--- config.mk ---
export PLATFORM = sky130hd
export DESIGN_NAME = rom_page_reader
export DESIGN_NICKNAME = d
export VERILOG_FILES = /design/src/rtl/rom_rd_pkg.sv /design/src/rtl/rom_rd_timer.sv /design/src/rtl/rom_rd_page.sv /design/src/rtl/rom_page_reader.sv
export SDC_FILE = /design/constraint.sdc
export NUM_CORES = 1
export LEC_CHECK = 0
export ABC_AREA = 1
export BUFFER_PORTS_ARGS = -buffer_cell sky130_fd_sc_hd__buf_2
export CAP_MARGIN = 30
export CORE_MARGIN = 2
export CORE_UTILIZATION = 50
export DETAILED_ROUTE_END_ITERATION = 8
export GPL_TIMING_DRIVEN = 0
export PLACE_DENSITY = 0.9
export SETUP_SLACK_MARGIN = 0.5
export SLEW_MARGIN = 20
export SYNTH_ARGS = -nofsm -noshare
export SYNTH_HDL_FRONTEND = slang
export SYNTH_SLANG_ARGS = --single-unit
--- constraint.sdc ---
create_clock -name clk -period 1.9 [get_ports clk]
set_input_delay 0.095 -clock clk [delete_from_list [all_inputs] [get_ports clk]]
set_output_delay 0.095 -clock clk [all_outputs]
set_load 0.01 [all_outputs]
--- src/rtl/rom_rd_pkg.sv ---
`timescale 1ns/1ps
package rom_rd_pkg;

  typedef enum logic [1:0] {
    ST_PWRUP   = 2'd0,
    ST_IDLE    = 2'd1,
    ST_WAIT    = 2'd2,
    ST_RECOVER = 2'd3
  } rd_state_e;

  // cycles needed to cover t_ns, plus one cycle of synchronization margin
  function automatic int unsigned wait_cycles(input int unsigned t_ns,
                                              input int unsigned clk_ns);
    return (t_ns + clk_ns - 1) / clk_ns + 1;
  endfunction

  function automatic int unsigned max2(input int unsigned a, input int unsigned b);
    return (a > b) ? a : b;
  endfunction

endpackage

--- src/rtl/rom_rd_timer.sv ---
`timescale 1ns/1ps
module rom_rd_timer #(
  parameter int unsigned W       = 5,
  parameter int unsigned RST_VAL = 0
) (
  input  logic         clk,
  input  logic         rst_n,
  input  logic         load,
  input  logic [W-1:0] load_val,
  output logic         expired
);
  logic [W-1:0] cnt;

  always_ff @(posedge clk or negedge rst_n) begin
    if (!rst_n)          cnt <= W'(RST_VAL);
    else if (load)       cnt <= load_val;
    else if (cnt != '0)  cnt <= cnt - 1'b1;
  end

  assign expired = (cnt == '0);
endmodule

--- src/rtl/rom_rd_page.sv ---
`timescale 1ns/1ps
module rom_rd_page #(
  parameter int unsigned UPPER_W = 20
) (
  input  logic               clk,
  input  logic               rst_n,
  input  logic               open_set,
  input  logic               open_clr,
  input  logic [UPPER_W-1:0] probe_upper,
  output logic               is_open,
  output logic               hit
);
  logic [UPPER_W-1:0] cur_upper;

  always_ff @(posedge clk or negedge rst_n) begin
    if (!rst_n) begin
      is_open   <= 1'b0;
      cur_upper <= '0;
    end else if (open_set) begin
      is_open   <= 1'b1;
      cur_upper <= probe_upper;
    end else if (open_clr) begin
      is_open   <= 1'b0;
    end
  end

  assign hit = is_open && (probe_upper == cur_upper);
endmodule

--- src/rtl/rom_page_reader.sv ---
`timescale 1ns/1ps
module rom_page_reader
  import rom_rd_pkg::*;
#(
  parameter int unsigned ADDR_W        = 22,
  parameter int unsigned DATA_W        = 16,
  parameter int unsigned PAGE_BITS     = 2,
  parameter int unsigned CLK_PERIOD_NS = 10,
  parameter int unsigned T_POWERUP_NS  = 200,
  parameter int unsigned T_ACC_NS      = 100,
  parameter int unsigned T_PAGE_NS     = 25,
  parameter int unsigned T_OE_NS       = 25,
  parameter int unsigned T_DF_NS       = 25,
  parameter int unsigned T_SKEW_NS     = 10,
  parameter int unsigned KEEP_CYC      = 8
) (
  input  logic              clk,
  input  logic              rst_n,
  input  logic              req_valid,
  output logic              req_ready,
  input  logic [ADDR_W-1:0] req_addr,
  output logic              rsp_valid,
  output logic [DATA_W-1:0] rsp_data,
  output logic [ADDR_W-1:0] rom_addr,
  output logic              rom_ce_n,
  output logic              rom_oe_n,
  input  logic [DATA_W-1:0] rom_data
);
  localparam int unsigned ACC_CYC  = wait_cycles(max2(T_ACC_NS, T_OE_NS) + T_SKEW_NS, CLK_PERIOD_NS);
  localparam int unsigned PAGE_CYC = wait_cycles(T_PAGE_NS + T_SKEW_NS, CLK_PERIOD_NS);
  localparam int unsigned PU_CYC   = wait_cycles(T_POWERUP_NS, CLK_PERIOD_NS);
  localparam int unsigned DF_CYC   = wait_cycles(T_DF_NS, CLK_PERIOD_NS);
  localparam int unsigned CNT_MAX  = max2(max2(ACC_CYC, PAGE_CYC), max2(max2(PU_CYC, DF_CYC), KEEP_CYC));
  localparam int unsigned CNT_W    = $clog2(CNT_MAX + 1);
  localparam int unsigned UPPER_W  = ADDR_W - PAGE_BITS;

  rd_state_e  state, state_nx;

  // named internal events
  logic       accept, capture, close_evt, waiting, page_hit, page_open;
  logic       tmr_load, tmr_expired;
  logic [CNT_W-1:0] tmr_val;

  assign req_ready = (state == ST_IDLE);
  assign accept    = req_valid && req_ready;
  assign waiting   = (state == ST_WAIT);
  assign capture   = waiting && tmr_expired;
  assign close_evt = (state == ST_IDLE) && page_open && !accept && tmr_expired;

  rom_rd_page #(.UPPER_W(UPPER_W)) u_page (
    .clk         (clk),
    .rst_n       (rst_n),
    .open_set    (accept),
    .open_clr    (close_evt),
    .probe_upper (req_addr[ADDR_W-1:PAGE_BITS]),
    .is_open     (page_open),
    .hit         (page_hit)
  );

  // one timer serves every wait: a phase loaded with N-1 lasts N cycles
  always_comb begin
    tmr_load = accept || capture || close_evt;
    if (accept)       tmr_val = page_hit ? CNT_W'(PAGE_CYC - 1) : CNT_W'(ACC_CYC - 1);
    else if (capture) tmr_val = CNT_W'(KEEP_CYC - 1);
    else              tmr_val = CNT_W'(DF_CYC - 1);
  end

  rom_rd_timer #(.W(CNT_W), .RST_VAL(PU_CYC - 1)) u_tmr (
    .clk      (clk),
    .rst_n    (rst_n),
    .load     (tmr_load),
    .load_val (tmr_val),
    .expired  (tmr_expired)
  );

  always_comb begin
    state_nx = state;
    unique case (state)
      ST_PWRUP:   if (tmr_expired) state_nx = ST_IDLE;
      ST_IDLE:    if (accept) state_nx = ST_WAIT;
                  else if (close_evt) state_nx = ST_RECOVER;
      ST_WAIT:    if (capture) state_nx = ST_IDLE;
      ST_RECOVER: if (tmr_expired) state_nx = ST_IDLE;
      default:    state_nx = ST_PWRUP;
    endcase
  end

  always_ff @(posedge clk or negedge rst_n) begin
    if (!rst_n) begin
      state     <= ST_PWRUP;
      rom_addr  <= '0;
      rom_ce_n  <= 1'b1;
      rom_oe_n  <= 1'b1;
      rsp_valid <= 1'b0;
      rsp_data  <= '0;
    end else begin
      state     <= state_nx;
      rsp_valid <= capture;
      if (accept) begin
        rom_addr <= req_addr;
        rom_ce_n <= 1'b0;
        rom_oe_n <= 1'b0;
      end else if (close_evt) begin
        rom_ce_n <= 1'b1;
        rom_oe_n <= 1'b1;
      end
      if (capture) rsp_data <= rom_data;
    end
  end
endmodule

==> flow_summary.ini, run 1 <==
[synth]
synth-edff-count = 0
netlist.area_leader.share_pct = 46.58
synth-async-reset-ratio_pct = 100.0
synth_ff_type = dfrtp_1
postSynthCellCount = 316
synth_nets = 361
ys.warnings.count = 0
synth_area_leader_cell = dfrtp_1
netlist_area_mm2 = 0.002417
synth-seq-area-share_pct = 49.84
synth_area_leaders = dfrtp_1 (47%), nand2_1 (22%), inv_1 (7.3%), o21ai_0 (4.8%), dfstp_2 (3.3%)
synth_area_per_cell_um2 = 7.650
synth.distinct_cells = 28
synth-seq-cells = 48

[placed_design]
gp_congestion = 0.7909
hpwl_um = 4075
place_ws_ns = 0.2727
placed_cell_area_mm2 = 0.002928
io_buffers = 82

[setup_path]
ff2ff_path_depth = 8
reg2reg_to = state[0]
timing.rr.start = state[0]
setup.worst_path.end = state[0]
cp.arrival_ns = 1.69
startpoint_type = flip-flop
r2r_setup_slack_ns = 0.42
critPathRequiredTime_ns = 2.11
crit_type = reg -> reg
worstPathMaxFanout = 3
endpoint_kind = flip-flop
startpoint = state[0]

[routing]
wl_per_cell_um = 14.73
drc = 0
viasPerCell = 4.982
drt_iter0_drc = 179
ant_nets = 0
first_pass_iters = 4
num_vias = 2471
routed_wl_um = 7306

[timing]
fin_worst_skew_ns = 0.009231
fin_crit_sh_pct = 77.94
slew_viol_final = 0
finalHoldViolations = 0
layout_setup_ws_ns = 0.4191
slew_headroom_pct = 63.48
setup_tns_ns = 0
tightest_slew_ns = 0.5478
rsz0062_at_grt = true
min_period_ns = 1.481
whs_ns = 0.002147
fmax_mhz = 675.3
setup_viol = 0

[clock_network]
cts.sinks = 48
cts_buffers = 5
cts.path.max_buffers = 2
cts.htree.levels = 2
clkTransAtPathRegs_ns = 0.10
clock-root-buffer = clkbuf_8
tritoncts = done
clk_latency_ns = 0.31

[grt]
grt_usage_pct = 25.67
antenna_found_initial = 0
gr-total-overflow = 0
grt_pass1_vias = 2318
grt_util_met3_pct = 10.01
grt_pass1_wl_um = 10550
grt_busiest_layer = met2
grt_use_met2_pct = 41.37
grt_max_degree = 27
grt_util_met1_pct = 31.13

[cells_and_area]
layout.cell_area.non_filler_mm2 = 0.003482
drive_gt1_share_pct = 34.39
area_growth_pct = 44.05
fin_nets = 486
diodes = 0

[min_path]
hp-class = in -> reg

[die]
core_area_mm2 = 0.004692
initial_core_util_pct = 51.52
dieHeight_um = 73.53
ios = 83
rows = 25
chipWidth_um = 73.53
die_area_mm2 = 0.005407

[pwr]
power_uw = 5057
ir_worst_vdd_mv = 0.8043
p_leak_uw = 0.001924
power_density_mw_per_mm2 = 1452

[flow_run]
cap_violations = 0

[outcome]
status = finished, final reports clean
registers in the layout (all words and copies together), names as in the netlist:
register and cells:
rsp_valid 1, rom_oe_n 1, u_tmr.cnt 5, state 2
u_page.is_open 1, rom_addr 22, rsp_data 16
through the flow:
| stage | cells | utilization, % |
|---|---|---|
| after global placement | 452 | 61.97 |
| after CTS | 490 | 70.93 |
| final | 496 | 74.21 |
| after floorplan | 316 | - |
| after global routing | 496 | 74.21 |
| after detailed placement | 453 | 62.40 |
cell type report:
| cell class | instances | area, µm² |
|---|---|---|
| Sequential cell | 48 | 1205 |
| Inverter | 50 | 202.7 |
| Tap cell | 54 | 67.56 |
| Clock inverter | 1 | 7.507 |
| Clock buffer | 7 | 86.33 |
| Multi-Input combinational cell | 211 | 1082 |
| Timing Repair Buffer | 118 | 773.2 |
| Fill cell | 306 | 1210 |
| Buffer | 7 | 57.56 |
critical path, cell delays in order (launching register included):
cell and delay, ns:
dfrtp_1 0.43, inv_1 0.08, ha_2 0.31, nor2_1 0.04, o21ai_1 0.17, o21ai_2 0.09, buf_4 0.14, nor2_1 0.08
nor2_1 0.05
routing by layer:
layer  wire (µm)  up-vias
met4         140        0
met5           0        -
met2        3509      112
met3         629       14
met1        3027     1150
li1            -     1195
timing repair:
item / 4_1_cts / 5_1_grt
endpoints found under the hold margin: 37 / 1
hold buffers: 18 / 1
setup buffers: 11 / 4
endpoints found under the setup margin: 47 / 45
pin swaps: 6 / 15
resized for setup: 19 / 33
gates cloned: 0 / 1
cells in the mapped netlist (all sizes together), types with 2 or more instances:
| master | count |
|---|---|
| nand3 | 6 |
| inv | 50 |
| ha | 4 |
| dfrtp | 45 |
| dfstp | 3 |
| o21ai | 25 |
| xor2 | 2 |
| clkbuf | 4 |
| a31oi | 2 |
| nand2 | 146 |
| nor2 | 19 |
| buf | 3 |
report_power, final:
part | switching [µW] | internal [µW]
logic | 1430 | 1080
clock network | 366 | 297
registers | 398 | 1490
total | 2190 | 2870
layout by cell type, fill, tap and decap left out, drive strengths merged, types with 2 or more instances in the layout:
cell type    synthesis  routed
nand2              146     146
buf                  3     104
inv                 50      49
dfrtp               45      45
o21ai               25      25
dlygate4sd3          0      19
nor2                19      19
clkbuf               4       9
nand3                6       6
ha                   4       4
dfstp                3       3
a31oi                2       2
xor2                 2       2
kinds of logic after synthesis:
group | Yosys count | synth area share, %
flip-flops | 48 | 49.84
adder cells (fa/ha/maj) | 4 | 2.070
AO/OA/AOI/OAI | 30 | 7.454
XOR/XNOR | 3 | 1.087
buffers and inverters | 57 | 9.368
AND/OR/NAND/NOR | 174 | 30.18
worst min path at each step:
stage	cells past startpoint	endpoint	slack, ns	startpoint
detailed placement	1	rsp_data[12]	0.11	rst_n
CTS	3	rsp_data[1]	0.0008	rom_data[1]
floorplan	0	rom_addr[0]	-0.20	rst_n
global route	3	rsp_data[1]	0.02	rom_data[1]
finish	3	rsp_data[1]	0.002	rom_data[1]
global placement	3	rsp_data[11]	0.29	rom_data[11]
Power figures use the tool's default switching activity.
==> run 2: changes to the inputs <==
- clock period: 1.9 -> 1.4 ns (I/O delays scaled with it)
==> run 2 against run 1 <==
Against the previous run:
- the flow now finishes with violations (negative setup slack)
- highest routed layer unchanged
- critical path type unchanged
- largest cell class is now buffers
- first-iteration DRC count is 79% higher
- combinational power rose by 130%
- critical path depth grew 2
- clock-buffer cell count is the same
==> flow_summary.ini, run 2 (same netlist as run 1, synthesis figures left out) <==
[die]
core_area_mm2 = 0.004692
ios = 83
chipWidth_um = 73.53
dieHeight_um = 73.53
initial_core_util_pct = 51.52
die_area_mm2 = 0.005407
rows = 25

[cells_and_area]
drive_gt1_share_pct = 52.78
fillCellCount = 182
top_register = rom_addr
fin_util_pct = 90.45
reg_top3 = rom_addr: 22 flops, rsp_data: 16 flops, u_tmr.cnt: 5 flops
layout_commonest_cell = nand2_1
diodes = 0
area_growth_pct = 75.57
fin_nets = 529
largest_reg_flops = 22
layout_common_cells = nand2_1 (87), buf_2 (73), buf_4 (44)

[grt]
grt_usage_pct = 27.92
antenna_found_initial = 0
grt_pass1_vias = 2609
gr-total-overflow = 0
grt_pass1_wl_um = 11580
grt_max_degree = 34

[clock_network]
clk_latency_ns = 0.32
cts.path.max_buffers = 2
tritoncts = done
clkTransAtPathRegs_ns = 0.10
cts.htree.levels = 2
cts_buffers = 5
cts.sinks = 48
clock-root-buffer = clkbuf_8

[placed_design]
gp_congestion = 0.7690
place_ws_ns = -0.1375
io_buffers = 82
hpwl_um = 4082

[outcome]
status = finished, violations left
violations = negative setup slack

[routing]
drt_iter0_drc = 321
viasPerCell = 5.649
routed_wl_um = 10680
first_pass_iters = 6
drc = 0
ant_nets = 0
wl_per_cell_um = 19.82
num_vias = 3045

[pwr]
pwr-share-clk_pct = 9.9
p_seq_share_pct = 29.2
switchingPower_uw = 4099
p_leak_uw = 0.002287
power_frac_comb_pct = 60.8
ir_worst_vdd_mv = 1.189
internal-power_uw = 5193
switching_share_pct = 44.11
power_density_mw_per_mm2 = 2189

[timing]
finalHoldViolations = 0
fmax_mhz = 601.1
layout_setup_ws_ns = -0.2637
slew_headroom_pct = 67.83
fin_crit_sh_pct = 118.8
setup_viol = 25
fin_worst_skew_ns = 0.01610
slew_viol_final = 0
tightest_slew_ns = 0.4782
rsz0062_at_grt = true
whs_ns = 0.01501
min_period_ns = 1.664

[setup_path]
endpoint_kind = flip-flop
crit_type = reg -> reg
critPathRequiredTime_ns = 1.66
worstPathMaxFanout = 6
cp.arrival_ns = 1.92
startpoint_type = flip-flop

[min_path]
hp-class = in -> reg

[flow_run]
cap_violations = 0
-- run 2: worst paths after layout --
kind                                    from            to  slack [ns]  cells past startpoint
worst max-delay path            u_tmr.cnt[0]  u_tmr.cnt[4]       -0.26                     10
worst min-delay path            req_addr[13]  rom_addr[13]        0.02                      3
worst max register to register  u_tmr.cnt[0]  u_tmr.cnt[4]       -0.26                     10
worst min register to register   rsp_data[4]   rsp_data[4]        0.53                      2
max in group asynchronous              rst_n      rom_oe_n        0.69                      3
min in group asynchronous              rst_n  rom_addr[14]        0.17                      2
-- run 2: area by class of cell --
cell class	count	area (µm²)	area share, %
flip-flops and latches	48	1207	28.45
clock inverters	1	7.507	0.1769
repair buffers	161	1210	28.51
plain buffers	7	132.6	3.125
clock buffers	7	86.33	2.034
well taps	54	67.56	1.592
multi-input cells	211	1328	31.28
inverters	50	205.2	4.835
-- run 2: metal layers --
layer	share of wire (%)	global-route usage (%)
met5	0	0
met1	36	32.89
met3	8.0	4.664
met2	49	51.88
met4	7.5	7.677
-- run 2: stage by stage --
stage	cells	power, µW	setup TNS [ns]	cell area (µm²)
CTS	507	7358	-0.3264	3734
finish	539	9291	-3.995	4244
global placement	452	5318	-0.8012	2953
floorplan	316	4428	0	2475
detailed placement	453	5473	-1.495	2973
global route	539	9664	-5.018	4244
-- run 2: what timing repair did --
item / CTS / global route
hold buffers: 20 / 0
hold endpoints to repair: 34 / 0
pin swaps: 15 / 38
setup buffers: 24 / 28
setup endpoints to repair: 84 / 92
cloned: 2 / 4
gates resized for setup: 91 / 66
-- run 2: critical path, cell delays in order (launching register included) --
cell and delay, ns:
dfrtp_1 0.42, inv_2 0.11, ha_4 0.17, nand3_4 0.13, nor2_8 0.20, inv_4 0.08
nor2_4 0.13, nor2_4 0.08, buf_4 0.14, nand3_2 0.06, inv_1 0.07
-- run 2: power by group through the flow --
stage	clock network (µW)	registers (µW)	logic, µW
3_5_place_dp	0	2510	2970
6_report	923	2710	5650
2_1_floorplan	0	2700	1730
5_1_grt	969	2730	5970
4_1_cts	870	2560	3930
3_3_place_gp	0	2490	2830
